`src/rtl/vb_pkg.sv`:
```
package vb_pkg;

    typedef enum logic {
        MEM_READ  = 1'b0,
        MEM_WRITE = 1'b1
    } mem_op_e;

    function automatic int unsigned wrap_inc(input int unsigned v, input int unsigned n);
        return (v + 1 >= n) ? 0 : v + 1;
    endfunction

endpackage

```
`src/rtl/vb_match.sv`:
```
module vb_match #(
    parameter int N  = 4,
    parameter int AW = 26,
    parameter int IW = 2
) (
    input  logic [N-1:0]         vld,
    input  logic [N-1:0][AW-1:0] tags,
    input  logic [AW-1:0]        key,
    output logic                 hit,
    output logic [IW-1:0]        way
);
    logic [N-1:0] eq;

    for (genvar i = 0; i < N; i++) begin : g_cmp
        assign eq[i] = vld[i] && (tags[i] == key);
    end

    always_comb begin
        hit = |eq;
        way = '0;
        for (int i = N - 1; i >= 0; i--) begin
            if (eq[i]) way = IW'(i);
        end
    end
endmodule

```
`src/rtl/vb_alloc.sv`:
```
module vb_alloc #(
    parameter int N  = 4,
    parameter int IW = 2
) (
    input  logic [N-1:0]  vld,
    input  logic [IW-1:0] ptr,
    output logic [IW-1:0] slot,
    output logic          full
);
    always_comb begin
        full = &vld;
        slot = ptr;
        for (int i = N - 1; i >= 0; i--) begin
            if (!vld[i]) slot = IW'(i);
        end
    end
endmodule

```
`src/rtl/victim_buffer.sv`:
```
module victim_buffer
    import vb_pkg::*;
#(
    parameter int ENTRIES     = 4,
    parameter int LINE_ADDR_W = 26,
    parameter int LINE_W      = 128,
    localparam int IDX_W      = (ENTRIES > 1) ? $clog2(ENTRIES) : 1
) (
    input  logic                   clk,
    input  logic                   rst_n,
    input  logic                   lk_valid,
    input  logic [LINE_ADDR_W-1:0] lk_addr,
    input  logic                   lk_put_valid,
    input  logic [LINE_ADDR_W-1:0] lk_put_addr,
    input  logic [LINE_W-1:0]      lk_put_data,
    input  logic                   lk_put_dirty,
    input  logic                   ins_valid,
    input  logic [LINE_ADDR_W-1:0] ins_addr,
    input  logic [LINE_W-1:0]      ins_data,
    input  logic                   ins_dirty,
    output logic                   busy,
    output logic                   rsp_valid,
    output logic                   rsp_hit,
    output logic [IDX_W-1:0]       rsp_way,
    output logic [LINE_W-1:0]      rsp_data,
    output logic                   rsp_dirty,
    output logic                   mem_req_valid,
    output logic                   mem_req_write,
    output logic [LINE_ADDR_W-1:0] mem_req_addr,
    output logic [LINE_W-1:0]      mem_req_data,
    input  logic                   mem_req_ready
);
    typedef struct packed {
        logic [ENTRIES-1:0]                  vld;
        logic [ENTRIES-1:0]                  dty;
        logic [ENTRIES-1:0][LINE_ADDR_W-1:0] tag;
        logic [ENTRIES-1:0][LINE_W-1:0]      dat;
        logic [IDX_W-1:0]                    ptr;
        logic                                rsp_v;
        logic                                rsp_hit;
        logic [IDX_W-1:0]                    rsp_way;
        logic [LINE_W-1:0]                   rsp_data;
        logic                                rsp_dirty;
        logic                                req_v;
        mem_op_e                             req_op;
        logic [LINE_ADDR_W-1:0]              req_addr;
        logic [LINE_W-1:0]                   req_data;
    } state_t;

    state_t s_q, s_d;

    logic             hit_w;
    logic [IDX_W-1:0] way_w;
    logic [IDX_W-1:0] slot_w;
    logic             full_w;

    vb_match #(.N(ENTRIES), .AW(LINE_ADDR_W), .IW(IDX_W)) u_match (
        .vld  (s_q.vld),
        .tags (s_q.tag),
        .key  (lk_addr),
        .hit  (hit_w),
        .way  (way_w)
    );

    vb_alloc #(.N(ENTRIES), .IW(IDX_W)) u_alloc (
        .vld  (s_q.vld),
        .ptr  (s_q.ptr),
        .slot (slot_w),
        .full (full_w)
    );

    logic accept;
    assign accept = !s_q.req_v;

    always_comb begin
        s_d       = s_q;
        s_d.rsp_v = 1'b0;

        // Pending request retires on handshake
        if (s_q.req_v && mem_req_ready) begin
            s_d.req_v = 1'b0;
        end

        if (accept && lk_valid) begin
            // Lookup wins over a simultaneous insert
            s_d.rsp_v     = 1'b1;
            s_d.rsp_hit   = hit_w;
            s_d.rsp_way   = hit_w ? way_w : '0;
            s_d.rsp_data  = hit_w ? s_q.dat[way_w] : '0;
            s_d.rsp_dirty = hit_w ? s_q.dty[way_w] : 1'b0;
            if (hit_w) begin
                if (lk_put_valid) begin
                    s_d.vld[way_w] = 1'b1;
                    s_d.dty[way_w] = lk_put_dirty;
                    s_d.tag[way_w] = lk_put_addr;
                    s_d.dat[way_w] = lk_put_data;
                end else begin
                    s_d.vld[way_w] = 1'b0;
                    s_d.dty[way_w] = 1'b0;
                end
            end else begin
                s_d.req_v    = 1'b1;
                s_d.req_op   = MEM_READ;
                s_d.req_addr = lk_addr;
                s_d.req_data = '0;
            end
        end else if (accept && ins_valid) begin
            if (full_w) begin
                s_d.ptr = IDX_W'(wrap_inc(int'(s_q.ptr), ENTRIES));
                if (s_q.dty[slot_w]) begin
                    s_d.req_v    = 1'b1;
                    s_d.req_op   = MEM_WRITE;
                    s_d.req_addr = s_q.tag[slot_w];
                    s_d.req_data = s_q.dat[slot_w];
                end
            end
            s_d.vld[slot_w] = 1'b1;
            s_d.dty[slot_w] = ins_dirty;
            s_d.tag[slot_w] = ins_addr;
            s_d.dat[slot_w] = ins_data;
        end
    end

    always_ff @(posedge clk) begin
        if (!rst_n) begin
            s_q <= '0;
        end else begin
            s_q <= s_d;
        end
    end

    assign busy          = s_q.req_v;
    assign rsp_valid     = s_q.rsp_v;
    assign rsp_hit       = s_q.rsp_hit;
    assign rsp_way       = s_q.rsp_way;
    assign rsp_data      = s_q.rsp_data;
    assign rsp_dirty     = s_q.rsp_dirty;
    assign mem_req_valid = s_q.req_v;
    assign mem_req_write = (s_q.req_op == MEM_WRITE);
    assign mem_req_addr  = s_q.req_addr;
    assign mem_req_data  = s_q.req_data;
endmodule

```
`config.mk`:
```
export PLATFORM = sky130hd
export DESIGN_NAME = victim_buffer
export DESIGN_NICKNAME = d
export VERILOG_FILES = /design/src/rtl/vb_pkg.sv /design/src/rtl/vb_match.sv /design/src/rtl/vb_alloc.sv /design/src/rtl/victim_buffer.sv
export SDC_FILE = /design/constraint.sdc
export NUM_CORES = 2
export LEC_CHECK = 0
export BUFFER_PORTS_ARGS = -buffer_cell sky130_fd_sc_hd__buf_2
export CAP_MARGIN = 25
export CORE_AREA = 3 3 269 324
export CTS_CLUSTER_SIZE = 30
export DETAILED_ROUTE_END_ITERATION = 7
export DIE_AREA = 0 0 272 327
export GPL_TIMING_DRIVEN = 0
export PLACE_DENSITY = 0.86
export SKIP_CTS_REPAIR_TIMING = 1
export SYNTH_ARGS = -nofsm -noshare
export SYNTH_HDL_FRONTEND = slang
export SYNTH_SLANG_ARGS = --single-unit
```
`constraint.sdc`:
```
create_clock -name clk -period 5.85 [get_ports clk]
set_clock_uncertainty 0.2 [all_clocks]
set_input_delay 1.17 -clock clk [delete_from_list [all_inputs] [get_ports clk]]
set_output_delay 1.17 -clock clk [all_outputs]
set_load 0.005 [all_outputs]
```
**Yosys cells after proc, flatten, opt, wreduce, memory -nomap -nowiden**

Index checks and enable logic that the tools add are counted.

- Bitwise operators: 6
- Reduce and logical (&&, ||, !) cells: 19
- Order comparisons: 5
- Muxes and demuxes: 53
- Add/sub/neg operators: 1
- Equality and inequality tests: 7

Operators by type and width:

| kind | count |
|---|---|
| 624-bit 2-to-1 mux | 2 |
| 512-bit bitwise mux | 2 |
| 156-bit 2-to-1 mux | 5 |
| 128-bit 2-to-1 mux | 5 |
| 626-bit 2-to-1 mux | 1 |
| 616-bit 2-to-1 mux | 1 |
| 128-bit binary-select mux with 2-bit select | 2 |
| 128-bit demux with 2-bit select | 2 |
| 104-bit bitwise mux | 2 |
| 133-bit 2-to-1 mux | 1 |
| 26-bit demux with 2-bit select | 2 |
| 26-bit == test | 4 |
| 26-bit 2-to-1 mux | 3 |
| 26-bit binary-select mux with 2-bit select | 1 |
| 2-bit 2-to-1 mux | 11 |
| 1-bit logical AND | 9 |
| 4-bit AND | 2 |
| 4-bit bitwise mux | 2 |
| 8-bit 2-to-1 mux | 1 |
| 4-bit OR | 2 |
| 4-bit AND reduction | 2 |
| 2-bit by 3-bit less-than comparator with 1-bit output (second input constant) | 2 |
| 1-bit 2-to-1 mux | 6 |
| 2-bit != test (second input constant) | 3 |
| 13 further kinds | 18 |

- Register bits after elaboration: 915
- Input port bits: 342

**Logic depth before layout (Yosys ltp)**

- Depth in word-level cells: 15
- Mapped depth: 12

**Hierarchy**

A second synthesis with hierarchy kept.

- Cells, all modules: 4666
- Area total of the unflattened synthesis: 48396.4 sq um

Modules (own cells, without submodules):

| module | seq. area each (sq um) | cells each | instances | area each (sq um) |
|---|---|---|---|---|
| victim_buffer | 18317.6 | 4499 | 1 | 47035.1 |
| vb_match | 0.0 | 160 | 1 | 1320.0 |
| vb_alloc | 0.0 | 7 | 1 | 41.3 |

**Least setup slack after synthesis**

Ideal clock, no wire load.

- Path type: input port to flip-flop
- From: input lk_addr[24]
- To: register s_q[519] in the netlist's numbering
- Data arrival time: 3.462 ns
- Data required time: 5.522 ns
- Cell stages on the path: 11
- Path slack: 2.061 ns
- Path buffers: 4
- Cells stage by stage: buf_2 xnor2_2 nand4_1 or4_4 o211ai_2 buf_2 clkbuf_1 clkbuf_1 o221ai_1 o21ai_0 nor2_1

- Word-level cells in the longest chain between the ends: 14

Ends and longest elaborated chain:

| what | RTL line | RTL |
|---|---|---|
| start, declared | victim_buffer.sv:12 | `input logic [LINE_ADDR_W-1:0] lk_addr,` |
| 26-bit == test | vb_match.sv:15 | `assign eq[i] = vld[i] && (tags[i] == key);` |
| 1-bit logical AND | vb_match.sv:15 |  |
| 2-bit 2-to-1 mux (4 in a row) | vb_match.sv:22 | `if (eq[i]) way = IW'(i);` |
| 2-bit by 3-bit less-than comparator with 1-bit output (not written as such) or 2-bit by 1-bit greater-or-equal comparator with 1-bit output (tied branches) | victim_buffer.sv:96 | `s_d.dat[way_w] = lk_put_data;` |
| 1-bit logical AND (not written as such) | victim_buffer.sv:96 |  |
| 128-bit 2-to-1 mux (not written as such) | victim_buffer.sv:96 |  |
| 128-bit demux with 2-bit select | victim_buffer.sv:96 |  |
| 512-bit bitwise mux | victim_buffer.sv:96 |  |
| 616-bit 2-to-1 mux | victim_buffer.sv:92 | `if (lk_put_valid) begin` |
| 624-bit 2-to-1 mux | victim_buffer.sv:91 | `if (hit_w) begin` |
| 624-bit 2-to-1 mux | victim_buffer.sv:84 | `if (accept && lk_valid) begin` |
| end signal, assigned | victim_buffer.sv:126 | `s_q <= '0;` |
| end signal, assigned | victim_buffer.sv:128 | `s_q <= s_d;` |
| end, declared | victim_buffer.sv:50 | `state_t s_q, s_d;` |

Parallel ways exist; a longest one is shown, timed or not. The select of a mux whose other input is x is not followed.
A chain may end at the register's enable or synchronous reset.

**Worst setup path after layout**

- From: input lk_addr[20]
- To: register s_q[491] in the netlist's numbering

The elaborated chain is that of the path after synthesis.

==> reports/metrics.cfg <==
[synthesis]
synth_cells = 5696
avgSynthCellArea_um2 = 8.11
syn-num-nets = 6039
syn_area_um2 = 46200
yosys-top-cells-area = dfxtp_1, o221ai_1, nor2_1
seq_area_frac_synth_pct = 39.7
synth_seq_cells = 915
yosys.area.top_type = dfxtp_1
async_flop_share_pct = 0
yosys_warnings = 0
ys_types = 54
synth_edf_count = 0
synth_ff_type = dfxtp_1
synth.top_cell.area_share_pct = 39.7

[sta]
fmaxAchievable_mhz = 171
tns_ns = 0
rsz0062_at_grt = false
setup_ws_ns = 0.0182
maxSlewViolCount = 0
max_slew.worst_pin.slew_ns = 1.15
fin_crit_sh_pct = 99.7
final-setup-viol-count = 0
min_period_ns = 5.83
maxSlewHeadroom_pct = 23.3
hold_violations = 0

[drt]
drt_iter0_drc = 8566
antenna_left = 0
route.detailed.drc = 31
firstDrtPassIters = 8
totalWireLength_um = 221000
vias_per_cell = 7.01
wl_per_cell_um = 28.9
vias = 53500

[clock_tree]
cts.htree.levels = 3
cts_buffer_depth = 3
cts_made_buffers = 93
cts_tree = yes
cts.clk_slew.worst_paths_ns = 0.07
clock-root-buffer = clkbuf_16
cts.sinks = 915
clk_latency_ns = 0.70

[critical_path]
crit_top_cell = clkbuf_1
r2r-end = s_q[491]$_SDFFE_PN0P_
cp-end-kind = register
rr_worst_depth = 11
worstReg2RegStart = s_q[849]$_SDFFE_PN0P_
reg2reg_slack_ns = 0.32
crit_type = primary input to register
cp-start-kind = primary input
crit_chain = buf_2 > xnor2_1 > nand4_1 > nor4_1 > o211ai_2 > o22ai_1 > clkbuf_1 > clkbuf_1 > buf_8 > clkbuf_1 > o21ai_0 > nor2_1
cp_max_fo = 10
slowest_delay_ns = 0.77
crit_slowest_cell = clkbuf_1
critPathRequiredTime_ns = 6.27
cp.arrival_ns = 6.25

[final_layout]
utilization_pct = 64.2
stdcell_area_um2 = 54200
fill_cells = 7374
layout-drive-gt1-share_pct = 18.5
area_growth_pct = 17.4
nets = 6760

[placed_design]
pre_cts_ws_ns = -0.263
dp_hpwl_um = 163000
post_dp_cell_area_um2 = 50900
io_buffer_count = 603
place.gp.congestion = 1.06

[outcome]
status = complete, but fails checks
violations = design-rule violations

[grt]
grt_overflow = 0
grt_pass1_wl_um = 318000
grt_use_total_pct = 47.0
grt_pass1_vias = 49500
grt_max_degree = 15
antenna_found_initial = 12

[hold_path]
min_to = rsp_data[111]$_SDFFE_PN0P_
hold_start = rsp_data[111]$_SDFFE_PN0P_
hp-class = register to register
min_delay_path_depth = 2

[floorplanning]
fp-row-count = 117
io_pins = 632
die_w_um = 272
chipHeight_um = 327
dieArea_um2 = 88900
core_area_um2 = 84500
initial_core_util_pct = 54.7

[power]
powerDensity_nw_per_um2 = 264
leakagePower_uw = 0.0240
ir_worst_vdd_mv = 0.216

[job]
cap_violations = 0

kinds of logic (layout without fill, tap and decap cells):
family | count (synthesis) | after routing | share of synthesized area [%]
fa+ha+maj | 1 | 1 | 0.0271
flops | 915 | 915 | 39.7
buf+inv | 931 | 1725 | 10.3
other cells | 0 | 9 | 0
simple gates | 1714 | 1714 | 16.0
xor+xnor | 107 | 107 | 2.16
mux | 3 | 3 | 0.0678
compound gates | 2025 | 2025 | 31.8
per-layer routing:
metal | routed length, µm | vias to the layer above | part of all wire [%] | GRT usage (%)
met5 | 42 | - | 0.019 | 0
met4 | 20500 | 6 | 9.3 | 36.2
met3 | 30000 | 1186 | 14 | 14.0
met2 | 93400 | 4725 | 42 | 70.2
met1 | 76800 | 25100 | 35 | 56.8
li1 | - | 22500 | - | -
synth_stat cells, types with 3 or more instances:
library cell	count
a21oi_1	219
a222oi_1	26
a31oi_1	132
and3b_1	4
and4_1	4
buf_1	30
buf_2	105
buf_4	287
buf_6	4
clkbuf_1	501
dfxtp_1	915
nand2_1	485
nand3_1	32
nand4_1	42
nor2_1	845
nor3_1	10
nor4_1	145
o211a_1	308
o21a_1	3
o21ai_0	440
o21ai_1	8
o221a_2	3
o221ai_1	617
o22ai_1	259
or3_1	130
or4_1	3
xnor2_1	57
xnor2_2	8
xor2_1	42
critical path: cells and delay by family:
| kind | cells | cell delay, ns |
|---|---|---|
| AND/OR/NAND/NOR | 3 | 0.96 |
| AO/OA/AOI/OAI | 3 | 1.34 |
| buffers and inverters | 5 | 2.22 |
| XOR/XNOR | 1 | 0.53 |
where the power goes:
group / total (µW) / internal, µW / switching, µW
registers: 6450 / 6350 / 102
clock network: 6380 / 3630 / 2760
logic: 1450 / 400 / 1050
how the worst max path moves through the flow:
stage | slack [ns] | startpoint | cells after the start | to
3_3_place_gp | -0.83 | lk_addr[20] | 12 | s_q[499]$_SDFFE_PN0P_
2_1_floorplan | 2.06 | lk_addr[24] | 11 | s_q[519]$_SDFFE_PN0P_
3_5_place_dp | -0.26 | lk_addr[20] | 12 | s_q[500]$_SDFFE_PN0P_
4_1_cts | 0.43 | lk_addr[20] | 12 | s_q[500]$_SDFFE_PN0P_
5_1_grt | 0.16 | lk_addr[20] | 12 | s_q[491]$_SDFFE_PN0P_
6_report | 0.02 | lk_addr[20] | 12 | s_q[491]$_SDFFE_PN0P_
layout by cell type, fill, tap and decap left out, types with 57 or more instances in the layout:
| cell | n |
|---|---|
| o22ai_1 | 259 |
| o221ai_1 | 617 |
| or3_1 | 130 |
| nor4_1 | 145 |
| clkbuf_1 | 513 |
| o211a_1 | 308 |
| a21oi_1 | 219 |
| buf_2 | 708 |
| nand2_1 | 485 |
| o21ai_0 | 440 |
| buf_4 | 288 |
| xnor2_1 | 57 |
| a31oi_1 | 132 |
| clkbuf_16 | 94 |
| nor2_1 | 845 |
| dfxtp_1 | 915 |
state kept, by name, indices dropped and copies added, names as in the netlist, named ones only:
register / flops
rsp_way: 2
busy: 1
s_q: 622
rsp_hit: 1
mem_req_write: 1
rsp_data: 128
mem_req_data: 128
rsp_dirty: 1
mem_req_addr: 26
rsp_valid: 1
final cells by class:
class                           count  area [µm²]  area share [%]
Tap cell                         1130        1410            2.61
Clock buffer                      129        2650            4.90
Multi-Input combinational cell   3850       23100            42.7
Timing Repair Buffer              626        3370            6.22
Buffer                            928        4740            8.75
Inverter                            3        11.3          0.0208
Antenna cell                        9        22.5          0.0416
Sequential cell                   915       18300            33.8
Clock inverter                     39         539           0.995
stage by stage:
stage / power, µW / hold WS [ns] / cells
floorplan: 7310 / 0.232 / 5696
global placement: 7910 / 0.238 / 7429
detailed placement: 7940 / 0.241 / 7449
CTS: 14100 / 0.248 / 7617
global route: 14500 / 0.260 / 7621
finish: 14300 / 0.252 / 7629
Note: power is estimated with default switching activity, not from simulation.
